<file path="config.mk">
export PLATFORM = sky130hd
export DESIGN_NAME = mfidx_counter
export DESIGN_NICKNAME = d
export VERILOG_FILES = /design/src/rtl/mfidx_pkg.sv /design/src/rtl/mfidx_fsm.sv /design/src/rtl/mfidx_count.sv /design/src/rtl/mfidx_select.sv /design/src/rtl/mfidx_counter.sv
export SDC_FILE = /design/constraint.sdc
export NUM_CORES = 1
export LEC_CHECK = 0
export BUFFER_PORTS_ARGS = -buffer_cell sky130_fd_sc_hd__buf_2
export CORE_MARGIN = 2
export CORE_UTILIZATION = 30
export CTS_CLUSTER_SIZE = 24
export DETAILED_ROUTE_END_ITERATION = 10
export GPL_ROUTABILITY_DRIVEN = 1
export HOLD_SLACK_MARGIN = 0.15
export PLACE_DENSITY_LB_ADDON = 0.05
export SLEW_MARGIN = 5
export SYNTH_ARGS = -nofsm -noshare
export SYNTH_HDL_FRONTEND = slang
export SYNTH_SLANG_ARGS = --single-unit
</file>
<file path="constraint.sdc">
create_clock -name clk -period 1.79 [get_ports clk]
set_input_delay 0.0895 -clock clk [delete_from_list [all_inputs] [get_ports clk]]
set_output_delay 0.0895 -clock clk [all_outputs]
set_load 0.05 [all_outputs]
</file>
<file path="src/rtl/mfidx_pkg.sv">
package mfidx_pkg;

    typedef enum logic [0:0] {
        ST_HALTED  = 1'b0,
        ST_RUNNING = 1'b1
    } run_state_e;

    typedef enum logic [1:0] {
        LS_1024 = 2'b00,
        LS_512  = 2'b01,
        LS_256  = 2'b10,
        LS_RSVD = 2'b11
    } list_size_e;

    localparam int unsigned TOP_1024 = 12;
    localparam int unsigned TOP_512  = 11;
    localparam int unsigned TOP_256  = 10;

    // Highest index bit that belongs to the entry select for a size code.
    function automatic int unsigned list_top_bit(input logic [1:0] code);
        unique case (list_size_e'(code))
            LS_512:  return TOP_512;
            LS_256:  return TOP_256;
            default: return TOP_1024;
        endcase
    endfunction

endpackage

</file>
<file path="src/rtl/mfidx_fsm.sv">
module mfidx_fsm
    import mfidx_pkg::*;
(
    input  logic clk,
    input  logic rst_n,
    input  logic run_i,
    input  logic tick_i,
    input  logic full_wr_i,
    output logic running_o,
    output logic adv_o,
    output logic load_o
);
    run_state_e state_q;
    run_state_e state_d;

    always_comb begin
        state_d = state_q;
        unique case (state_q)
            ST_HALTED:  if (run_i)  state_d = ST_RUNNING;  // GO
            ST_RUNNING: if (!run_i) state_d = ST_HALTED;   // STOP
            default:    state_d = ST_HALTED;
        endcase
    end

    always_ff @(posedge clk or negedge rst_n) begin
        if (!rst_n) state_q <= ST_HALTED;
        else        state_q <= state_d;
    end

    always_comb begin
        running_o = 1'b0;
        adv_o     = 1'b0;
        load_o    = 1'b0;
        unique case (state_q)
            ST_HALTED:  load_o = full_wr_i;
            ST_RUNNING: begin
                running_o = 1'b1;
                adv_o     = tick_i;
            end
            default: ;
        endcase
    end
endmodule

</file>
<file path="src/rtl/mfidx_count.sv">
module mfidx_count #(
    parameter int unsigned CNT_W = 14
) (
    input  logic             clk,
    input  logic             rst_n,
    input  logic             adv_i,
    input  logic             load_i,
    input  logic [CNT_W-1:0] load_val_i,
    input  logic [1:0]       size_i,
    output logic [CNT_W-1:0] cnt_o,
    output logic             roll_o
);
    import mfidx_pkg::*;

    logic [CNT_W-1:0] cnt_q;
    logic [CNT_W-1:0] low_mask;
    logic             carry_out;

    always_comb begin
        low_mask  = CNT_W'((32'd1 << (list_top_bit(size_i) + 32'd1)) - 32'd1);
        carry_out = ((cnt_q & low_mask) == low_mask);
    end

    always_ff @(posedge clk or negedge rst_n) begin
        if (!rst_n) begin
            cnt_q  <= '0;
            roll_o <= 1'b0;
        end else begin
            roll_o <= adv_i & carry_out;
            if (load_i)     cnt_q <= load_val_i;
            else if (adv_i) cnt_q <= cnt_q + CNT_W'(1);
        end
    end

    assign cnt_o = cnt_q;
endmodule

</file>
<file path="src/rtl/mfidx_select.sv">
module mfidx_select #(
    parameter int unsigned CNT_W   = 14,
    parameter int unsigned SEL_LSB = 3,
    parameter int unsigned SEL_W   = 10
) (
    input  logic [CNT_W-1:0] cnt_i,
    input  logic [1:0]       size_i,
    output logic [SEL_W-1:0] sel_o
);
    import mfidx_pkg::*;

    int unsigned top;
    assign top = list_top_bit(size_i);

    for (genvar g = 0; g < SEL_W; g++) begin : g_bit
        assign sel_o[g] = cnt_i[SEL_LSB + g] & ((SEL_LSB + g) <= top);
    end
endmodule

</file>
<file path="src/rtl/mfidx_counter.sv">
module mfidx_counter #(
    parameter int unsigned DATA_W  = 32,
    parameter int unsigned CNT_W   = 14,
    parameter int unsigned SEL_LSB = 3,
    parameter int unsigned SEL_MSB = 12,
    localparam int unsigned BE_W   = DATA_W / 8,
    localparam int unsigned SEL_W  = SEL_MSB - SEL_LSB + 1
) (
    input  logic              clk,
    input  logic              rst_n,
    input  logic              uframe_tick_i,
    input  logic              run_i,
    input  logic [1:0]        list_size_i,
    input  logic              wr_en_i,
    input  logic [BE_W-1:0]   wr_be_i,
    input  logic [DATA_W-1:0] wr_data_i,
    output logic [DATA_W-1:0] index_q,
    output logic [SEL_W-1:0]  entry_sel_o,
    output logic              rollover_o
);
    logic             is_running;
    logic             adv;
    logic             load;
    logic             full_wr;
    logic [CNT_W-1:0] cnt;

    assign full_wr = wr_en_i & (&wr_be_i);

    mfidx_fsm u_fsm (
        .clk       (clk),
        .rst_n     (rst_n),
        .run_i     (run_i),
        .tick_i    (uframe_tick_i),
        .full_wr_i (full_wr),
        .running_o (is_running),
        .adv_o     (adv),
        .load_o    (load)
    );

    mfidx_count #(.CNT_W(CNT_W)) u_count (
        .clk        (clk),
        .rst_n      (rst_n),
        .adv_i      (adv),
        .load_i     (load),
        .load_val_i (wr_data_i[CNT_W-1:0]),
        .size_i     (list_size_i),
        .cnt_o      (cnt),
        .roll_o     (rollover_o)
    );

    mfidx_select #(.CNT_W(CNT_W), .SEL_LSB(SEL_LSB), .SEL_W(SEL_W)) u_select (
        .cnt_i  (cnt),
        .size_i (list_size_i),
        .sel_o  (entry_sel_o)
    );

    assign index_q = {{(DATA_W - CNT_W){1'b0}}, cnt};
endmodule

</file>
==> results.sh <==
export IMPL_outcome="complete, no violations"
export IMPL_antenna_cells=0
export IMPL_yosysTopAreaCell="dfrtp_1"
export IMPL_synthCells=129
export IMPL_path_clk_slew_ns=0.07
export IMPL_synthFlopType="dfrtp_1"
export IMPL_grt_pass1_wl_microns=4360
export IMPL_drc_errors=0
export IMPL_pin_count=86
export IMPL_p_int_mw=0.9380
export IMPL_port_buffers=49
export IMPL_finalSetupViolCount=0
export IMPL_startpoint_type="register"
export IMPL_slew_viol_final=0
export IMPL_track_usage=0.1290
export IMPL_p_comb_frac=0.535
export IMPL_clk_latency_ns=0.25
export IMPL_cts_setup_buffers=0
export IMPL_tritoncts="yes"
export IMPL_initial_core_util=0.3162
export IMPL_fin_skew_ns=0.001430
export IMPL_crit_fanout=5
export IMPL_ys_types=29
export IMPL_clockBufferDepth=2
export IMPL_fin_cells=236
export IMPL_drtIter0Drc=33
export IMPL_drv_cap=0
export IMPL_setup_tns_ns=0
export IMPL_die_h_microns=66.58
export IMPL_antenna_found_initial=0
export IMPL_netlist_top_cells_area="dfrtp_1, buf_4, xnor2_1"
export IMPL_slowest_stage="or3_4"
export IMPL_vias_per_cell=4.347
export IMPL_die_area_sq_mm=0.004433
export IMPL_syn_avg_cell_area_sq_um=9.108
export IMPL_cp_top_family="simple AND/OR/NAND/NOR gates"
export IMPL_grt_pass1_vias=935
export IMPL_ant_nets=0
export IMPL_power_leakage_nw=0.7540
export IMPL_p_switching_mw=1.178
export IMPL_synth_seq_area_share=0.3408
export IMPL_nets=236
export IMPL_die_width_microns=66.58
export IMPL_firstDrtPassIters=4
export IMPL_synthArstFlopShare=1.000
export IMPL_ys_ff_latch=16
export IMPL_gp_congestion=0.7451
export IMPL_grt_max_degree=17
export IMPL_rrSetupSlack_ns=0.20
export IMPL_synth_cell_area_sq_mm=0.001175
export IMPL_cp_arrival_ns=1.73
export IMPL_fmax_ghz=0.6296
export IMPL_max_stage_delay_ns=0.44
export IMPL_path_cells="ha_1 -> nand4_2 -> or3_4 -> xnor2_1 -> o21ai_1"
export IMPL_yosysTopAreaCellShare=0.3408
export IMPL_power_density_mw_per_mm2=1347
export IMPL_worstPathRequired_ns=1.93
export IMPL_switching_share=0.5567
export IMPL_drive_above_1_share=0.3617
export IMPL_cts_htree_levels=1
export IMPL_dp_cells=216
export IMPL_seq_power_share=0.310
export IMPL_placementRows=22
export IMPL_clock_power_share=0.155
export IMPL_grt_ovfl_total=0
export IMPL_avgRoutedWirePerCell_microns=11.04
export IMPL_period_share=0.8873
export IMPL_clock_sinks=16
export IMPL_coreArea_sq_mm=0.003716
export IMPL_grt_setup_unrepaired="false"
export IMPL_hold_viol_final=0
export IMPL_yosys_warnings=0
export IMPL_via_count=1026
export IMPL_worstHoldPathType="in2async"
export IMPL_layout_min_cycle_time_ns=1.588
export IMPL_area_growth_pct=33.65
export IMPL_critical_path_class="reg2reg"
export IMPL_vdd_ir_drop_worst_mv=0.4412
export IMPL_worst_path_buf_inv=0
export IMPL_cts_root_buf="clkbuf_8"
export IMPL_drt_wl_total_microns=2605
export IMPL_synth_edf_count=0
export IMPL_worstSetupEndpointType="register"
export IMPL_cts_made_buffers=3
-- cell usage after synthesis, types with 2 or more instances --
| cell | count |
|---|---|
| xnor2_1 | 8 |
| nand4_1 | 3 |
| nor3_1 | 3 |
| nand3_1 | 3 |
| buf_2 | 3 |
| dfrtp_1 | 16 |
| and2_1 | 2 |
| a21oi_1 | 4 |
| nor4_2 | 3 |
| nand2_1 | 18 |
| buf_4 | 25 |
| xor2_1 | 5 |
| nand4_2 | 3 |
| o21ai_0 | 2 |
| inv_1 | 5 |
| ha_1 | 4 |
| o21ai_1 | 10 |
-- metal layers --
metal,track usage,up-vias,part of all wire
li1,-,510,-
met1,0.1672,471,0.45
met2,0.2163,40,0.47
met3,0.01014,5,0.054
met4,0.06122,0,0.018
met5,0,-,0
-- what timing repair did --
action | 4_1_cts | 5_1_grt
hold buffers | 16 | 0
gates resized for setup | 0 | 0
endpoints found under the hold margin | 31 | 0
-- cell usage in the layout (no fill, tap or decap), types with 2 or more instances in the layout --
master	instances
nor4_2	3
dfrtp_2	2
nand4_1	3
buf_2	49
nand2_1	18
dlygate4sd3_1	16
conb_1	18
and2_1	2
clkbuf_8	4
dfrtp_1	14
o21ai_1	10
a21oi_1	4
o21ai_0	2
xnor2_1	8
buf_4	2
xor2_1	5
nand3_1	3
nand4_2	3
nor3_1	3
inv_1	5
ha_1	4
-- final cells by class --
type                            instances  area [sq um]
Multi-Input combinational cell         96         613.1
Sequential cell                        16         402.9
Timing Repair Buffer                   67         420.4
Inverter                                5         18.77
Clock buffer                            4         55.05
Tap cell                               48         60.06
Fill cell                             411          2146
-- path summary, 6_finish.rpt --
path / startpoint / to / cells after the start
worst max-delay path: u_count.cnt_o[0] / u_count.cnt_o[10] / 5
worst min-delay path: rst_n / u_count.cnt_o[4] / 2
worst max register to register: u_count.cnt_o[0] / u_count.cnt_o[10] / 5
worst min register to register: u_count.cnt_o[1] / u_count.cnt_o[1] / 2
max in group asynchronous: rst_n / u_count.cnt_o[1] / 2
min in group clk: list_size_i[1] / u_count.roll_o / 4
-- registers in the layout, summed over array words and instances, names as in the netlist --
register and count:
u_count.cnt_o 14, u_fsm.state_q 1, u_count.roll_o 1
-- power by group through the flow --
stage | Combinational, mW | Clock [mW] | Sequential [mW]
detailed placement | 1.11 | 0 | 0.667
floorplan | 0.622 | 0 | 0.994
CTS | 1.14 | 0.344 | 0.660
finish | 1.13 | 0.328 | 0.656
global placement | 1.11 | 0 | 0.657
global route | 1.20 | 0.363 | 0.688
-- kinds of logic after synthesis --
family / after synthesis / share of synthesized area
XOR/XNOR: 13 / 0.09691
flip-flops: 16 / 0.3408
AND/OR/NAND/NOR: 42 / 0.2343
multiplexers: 1 / 0.009584
buffers and inverters: 34 / 0.1917
other: 1 / 0.003192
AO/OA/AOI/OAI: 18 / 0.08094
adder cells (fa/ha/maj): 4 / 0.04260
-- stage by stage --
stage | total power, mW | worst slack (ns) | util | hold WS [ns] | area [sq um]
CTS | 2.143 | 0.1756 | 0.4226 | 0.3017 | 1570
global route | 2.250 | 0.09598 | 0.4226 | 0.3247 | 1570
floorplan | 1.616 | 0.06573 | - | -0.2061 | 1241
global placement | 1.769 | 0.1968 | 0.3646 | 0.03522 | 1355
finish | 2.116 | 0.2017 | 0.4226 | 0.2868 | 1570
detailed placement | 1.777 | 0.1926 | 0.3646 | 0.03753 | 1355
Power figures use the tool's default switching activity.
